## src/rtl/fc_pkg.sv

```systemverilog
package fc_pkg;

    // Gate controller states
    typedef enum logic [1:0] {
        ST_IDLE  = 2'd0,
        ST_ARMED = 2'd1,
        ST_OPEN  = 2'd2
    } fc_state_e;

    // Three-stage input sampler
    typedef struct packed {
        logic meta;
        logic stab;
        logic prev;
    } fc_sync_t;

    // Counter lanes
    localparam int unsigned LANE_REF = 0;
    localparam int unsigned LANE_SIG = 1;
    localparam int unsigned N_LANES  = 2;

endpackage

```

## src/rtl/fc_edge_sync.sv

```systemverilog
module fc_edge_sync
    import fc_pkg::*;
(
    input  logic clk,
    input  logic rst,
    input  logic sig_in,
    output logic sig_rise
);

    fc_sync_t sq;

    always_ff @(posedge clk) begin
        if (rst) begin
            sq <= '0;
        end else begin
            sq.meta <= sig_in;
            sq.stab <= sq.meta;
            sq.prev <= sq.stab;
        end
    end

    assign sig_rise = sq.stab & ~sq.prev;

endmodule

```

## src/rtl/fc_gate_ctl.sv

```systemverilog
module fc_gate_ctl
    import fc_pkg::*;
#(
    parameter int unsigned TIMEOUT_CYC = 200_000_000
) (
    input  logic clk,
    input  logic rst,
    input  logic gate_req,
    input  logic sig_rise,
    output logic gate,
    output logic clr,
    output logic done,
    output logic no_signal
);

    localparam int unsigned TW = $clog2(TIMEOUT_CYC + 1);

    fc_state_e     st;
    logic          req_q;
    logic [TW-1:0] idle_cnt;
    logic          req_rise;
    logic          expired;

    always_comb begin
        req_rise = gate_req & ~req_q;
        expired  = (st != ST_IDLE) && !sig_rise && (idle_cnt == TW'(TIMEOUT_CYC));
        clr      = req_rise | expired;
    end

    assign gate = (st == ST_OPEN);

    always_ff @(posedge clk) begin
        if (rst) begin
            st        <= ST_IDLE;
            req_q     <= 1'b0;
            idle_cnt  <= '0;
            done      <= 1'b0;
            no_signal <= 1'b0;
        end else begin
            req_q <= gate_req;
            done  <= 1'b0;
            if (req_rise) begin
                st        <= ST_ARMED;
                idle_cnt  <= '0;
                no_signal <= 1'b0;
            end else if (expired) begin
                st        <= ST_IDLE;
                idle_cnt  <= '0;
                done      <= 1'b1;
                no_signal <= 1'b1;
            end else begin
                if (sig_rise) begin
                    idle_cnt <= '0;
                end else if (st != ST_IDLE) begin
                    idle_cnt <= idle_cnt + TW'(1);
                end
                if (sig_rise) begin
                    case (st)
                        ST_ARMED: if (gate_req) st <= ST_OPEN;
                        ST_OPEN: begin
                            if (!gate_req) begin
                                st   <= ST_IDLE;
                                done <= 1'b1;
                            end
                        end
                        default: ;
                    endcase
                end
            end
        end
    end

endmodule

```

## src/rtl/fc_counter.sv

```systemverilog
module fc_counter #(
    parameter int unsigned CNT_W = 32
) (
    input  logic             clk,
    input  logic             rst,
    input  logic             clr,
    input  logic             en,
    output logic [CNT_W-1:0] cnt,
    output logic             ovf
);

    localparam logic [CNT_W-1:0] CMAX = '1;

    always_ff @(posedge clk) begin
        if (rst || clr) begin
            cnt <= '0;
            ovf <= 1'b0;
        end else if (en) begin
            if (cnt == CMAX) begin
                ovf <= 1'b1;
            end else begin
                cnt <= cnt + CNT_W'(1);
            end
        end
    end

endmodule

```

## src/rtl/recip_freq_counter.sv

```systemverilog
module recip_freq_counter
    import fc_pkg::*;
#(
    parameter int unsigned CNT_W       = 32,
    parameter int unsigned TIMEOUT_CYC = 200_000_000
) (
    input  logic             clk,
    input  logic             rst,
    input  logic             sig_in,
    input  logic             gate_req,
    output logic [CNT_W-1:0] ref_count,
    output logic [CNT_W-1:0] sig_count,
    output logic             done,
    output logic             ref_ovf,
    output logic             sig_ovf,
    output logic             no_signal
);

    logic                sig_rise;
    logic                gate_w;
    logic                clr_w;
    logic [N_LANES-1:0]  lane_en;
    logic [N_LANES-1:0]  lane_ovf;
    logic [CNT_W-1:0]    lane_val [N_LANES];

    fc_edge_sync u_sync (
        .clk      (clk),
        .rst      (rst),
        .sig_in   (sig_in),
        .sig_rise (sig_rise)
    );

    fc_gate_ctl #(.TIMEOUT_CYC(TIMEOUT_CYC)) u_ctl (
        .clk       (clk),
        .rst       (rst),
        .gate_req  (gate_req),
        .sig_rise  (sig_rise),
        .gate      (gate_w),
        .clr       (clr_w),
        .done      (done),
        .no_signal (no_signal)
    );

    always_comb begin
        lane_en[LANE_REF] = gate_w;
        lane_en[LANE_SIG] = gate_w & sig_rise;
    end

    for (genvar i = 0; i < N_LANES; i++) begin : g_lane
        fc_counter #(.CNT_W(CNT_W)) u_cnt (
            .clk (clk),
            .rst (rst),
            .clr (clr_w),
            .en  (lane_en[i]),
            .cnt (lane_val[i]),
            .ovf (lane_ovf[i])
        );
    end

    assign ref_count = lane_val[LANE_REF];
    assign sig_count = lane_val[LANE_SIG];
    assign ref_ovf   = lane_ovf[LANE_REF];
    assign sig_ovf   = lane_ovf[LANE_SIG];

endmodule

```

## config.mk

```make
export PLATFORM = sky130hd
export DESIGN_NAME = recip_freq_counter
export DESIGN_NICKNAME = d
export VERILOG_FILES = /design/src/rtl/fc_pkg.sv /design/src/rtl/fc_edge_sync.sv /design/src/rtl/fc_gate_ctl.sv /design/src/rtl/fc_counter.sv /design/src/rtl/recip_freq_counter.sv
export SDC_FILE = /design/constraint.sdc
export NUM_CORES = 1
export LEC_CHECK = 0
export BUFFER_PORTS_ARGS = -buffer_cell sky130_fd_sc_hd__buf_2
export CAP_MARGIN = 5
export CORE_MARGIN = 2
export CORE_UTILIZATION = 50
export DETAILED_ROUTE_END_ITERATION = 16
export PLACE_DENSITY_LB_ADDON = 0.08
export REMOVE_ABC_BUFFERS = 1
export SYNTH_ARGS = -nofsm -noshare
export SYNTH_HDL_FRONTEND = slang
export SYNTH_SLANG_ARGS = --single-unit
export TNS_END_PERCENT = 30
```

## constraint.sdc

```tcl
create_clock -name clk -period 2.36 [get_ports clk]
set_clock_uncertainty 0.15 [all_clocks]
set_input_delay 0.236 -clock clk [delete_from_list [all_inputs] [get_ports clk]]
set_output_delay 0.236 -clock clk [all_outputs]
set_load 0.01 [all_outputs]
```

==> summary.md <==
| Metric | Value |
|---|---|
| Power density over cell area | `466.8 mW/mm²` |
| Tot GR Track Use | `21.98%` |
| Core Footprint | `0.009864 mm²` |
| DR vias/cell | `5.797` |
| Initial antenna violation count | `0` |
| TritonCTS buffer count | `9` |
| Final non-filler cell total | `844` |
| CP arrival | `2.39 ns` |
| Worst Path Max Fanout | `33` |
| Final wirelength | `12,180 µm` |
| Top cells by count, synth | `dfxtp_1, nor2_1, a21oi_1` |
| Largest area contributor in the netlist | `dfxtp_1` |
| Fin Setup TNS | `0 ns` |
| Fin area | `0.006066 mm²` |
| Ant diodes | `0` |
| DIE HEIGHT | `105.2 µm` |
| Initial Utilization | `51.93%` |
| Register area share after synthesis | `39.86%` |
| Worst r2r src | `u_ctl.st[0]$_SDFFE_PP0P_` |
| Avg Cell Area, Syn | `8.481 µm²` |
| Worst-margin pin slew | `0.5316 ns` |
| Antenna-violating nets left | `0` |
| First-pass GRT wire length | `20,340 µm` |
| Grt ovf | `0` |
| Max Slew Vio Count | `0` |
| Type of the tightest min-delay check | `reg2reg` |
| Post-DP HPWL | `8919 µm` |
| Vias in the first global route | `4,446` |
| P_leak | `2.043 nW` |
| Kind of critical path | `reg2reg` |
| Maxcap violations | `0` |
| CP Launch Type | `register` |
| Drt pass-1 iters | `5` |
| DRC Markers | `0` |
| FF-to-FF path depth | `6` |
| R2R Path End | `g_lane[1].u_cnt.ovf$_SDFFE_PP0P_` |
| TritonCTS clock tree | `yes` |
| Peak supply drop | `0.3532 mV` |
| Clk Tree Root Cell | `clkbuf_8` |
| Synth Instances | `604` |
| Pwr Total | `2.832 mW` |
| Port Buffers | `71` |
| F_max | `440.7 MHz` |
| FF+latch count, synth | `102` |
| Slew HR | `64.23%` |
| Post-synth EDFFs | `0` |
| # nets final | `714` |
| CP Launch Point | `u_ctl.st[0]$_SDFFE_PP0P_` |
| Netlist Area Pre-Place | `0.005122 mm²` |
| CTS Buffer Depth | `2` |
| Async SR Flop Fraction | `0%` |
| Filler Cell Count | `890` |
| Synth warn | `0` |
| Clk pin slew, worst setup/hold paths | `0.10 ns` |
| Cell Count Post-Placement | `824` |
| Synth Flop Type | `dfxtp_1` |
| Total number of vias | `4,893` |
| RePlAce Congestion | `0.8652` |
| Largest net degree at the start of global routing | `35` |
| Status | `completed` |
| Hold EP | `u_sync.sq[1]$_SDFF_PP0_` |
| Reg-to-reg slack, setup | `0.09 ns` |
| RSZ-0062 raised after global routing | `true` |
| Detailed Route Iter0 Violations | `208` |
| Critical path endpoint category | `register` |
| Top-area cell type share of the netlist area | `39.86%` |
| Worst-Skew Late Latency | `0.36 ns` |
| Layout area overhead | `18.42%` |
| Crit path time final | `2.269 ns` |
| Clock sink count | `102` |
| Share of cells above drive strength 1 | `20.82%` |
| Setup-failing EPs final | `0` |
| Top post-synthesis cells by area | `dfxtp_1, xnor2_1, nor2_1, a21oi_1, nand3_1` |
| Hold_sp | `u_sync.sq[2]$_SDFF_PP0_` |
| Post-synth cell types | `57` |
| Most frequent cell after synthesis | `dfxtp_1` |
| CTS H-tree lvls | `3` |
| Routed WL per cell | `14.43 µm` |
| Cell row count | `36` |
| Die X | `105.2 µm` |
| Worst hold stages | `1` |
| Period Utilization, post-route | `96.16%` |
| Placement Cell Area | `0.005841 mm²` |
| Total die area | `0.01107 mm²` |
| Post-layout util | `61.49%` |
| Io pins | `72` |
| Final hold vios | `0` |
| CP required | `2.48 ns` |
==> how the worst max path moves through the flow <==
stage                                                       to  slack (ns)
final                         g_lane[1].u_cnt.ovf$_SDFFE_PP0P_        0.09
after global routing          g_lane[1].u_cnt.ovf$_SDFFE_PP0P_       -0.04
after CTS                 g_lane[0].u_cnt.cnt[31]$_SDFFE_PP0P_       0.004
after detailed placement  g_lane[0].u_cnt.cnt[31]$_SDFFE_PP0P_        0.04
after global placement    g_lane[0].u_cnt.cnt[25]$_SDFFE_PP0P_        0.11
after floorplan               g_lane[1].u_cnt.ovf$_SDFFE_PP0P_       -0.77
==> layout make-up <==
class / instances / area [µm²] / share of cell area, %
Sequential cell: 102 / 2043 / 33.68
Inverter: 14 / 52.55 / 0.8663
Clock buffer: 10 / 137.6 / 2.269
Tap cell: 133 / 166.4 / 2.743
Timing Repair Buffer: 113 / 718.2 / 11.84
Clock inverter: 6 / 37.54 / 0.6188
Multi-Input combinational cell: 466 / 2910 / 47.98
==> layer usage <==
layer	track usage (%)	part of all wire, %	up-vias
li1	-	-	2451
met1	28.57	48	2319
met2	37.14	46	111
met3	3.525	4.9	12
met4	7.238	1.2	0
met5	0	0	-
==> worst max-delay path, stage by stage, from the launching register on <==
cell,delay [ns]
dfxtp_1,0.39
nor2_1,0.08
or4_1,0.51
or4_4,0.53
nand2_2,0.14
buf_12,0.20
o21ba_1,0.16
==> registers in the layout, indices dropped and copies added (netlist names) <==
register	flops
u_ctl.idle_cnt	28
u_ctl.done	1
u_ctl.req_q	1
g_lane.u_cnt.ovf	2
u_ctl.st	2
u_ctl.no_signal	1
g_lane.u_cnt.cnt	64
u_sync.sq	3
==> stage by stage <==
step	hold slack (ns)	worst slack (ns)
floorplan	0.1576	-0.7676
global placement	0.2763	0.1098
detailed placement	0.2754	0.03545
CTS	0.2986	0.003866
global route	0.3125	-0.04336
finish	0.3028	0.09066
==> what timing repair did <==
action,in CTS,in global routing
hold buffers,4,0
hold endpoints to repair,5,0
resized for setup,0,4
buffers inserted,0,0
endpoints found under the setup margin,0,17
==> cell families after synthesis <==
| group | Yosys count | synth area share [%] |
|---|---|---|
| adders and majority gates | 4 | 0.9771 |
| DFF | 102 | 39.86 |
| xor gates and xnor gates | 42 | 7.181 |
| AOI/OAI and AO/OA | 119 | 15.51 |
| buffers and inverters | 36 | 3.542 |
| muxes | 2 | 0.3908 |
| and+or+nand+nor | 299 | 32.54 |
==> power breakdown <==
group	total (mW)	switching (mW)	leakage, nW	internal (mW)
logic	0.0867	0.0523	1.14	0.0344
clock network	1.02	0.608	0.0841	0.407
registers	1.73	0.00435	0.823	1.73
total	2.83	0.665	2.04	2.17
==> placed cells by master (no fill, tap or decap), types with 4 or more instances in the layout <==
master         synthesis  layout
or4_1                 23      21
nor4_1                12      12
xnor2_1               36      36
dlygate4sd3_1          0       4
and2_1                 6       6
buf_2                 10      71
xor2_1                 6       6
nor2_1                66      66
o31ai_1               21      21
nand2_1               44      43
and3_1                10       9
a21oi_1               48      48
nand3_1               35      35
nor2b_1                7       7
clkbuf_8               0      10
or4_4                  2       4
nor3_1                17      17
ha_1                   4       4
o21ai_0               23      23
buf_4                  3      35
dfxtp_1              102     101
nand4_1               24      24
inv_1                 14      14
and4_1                11      11
or3_1                 20      20
Note: power is estimated with default switching activity, not from simulation.
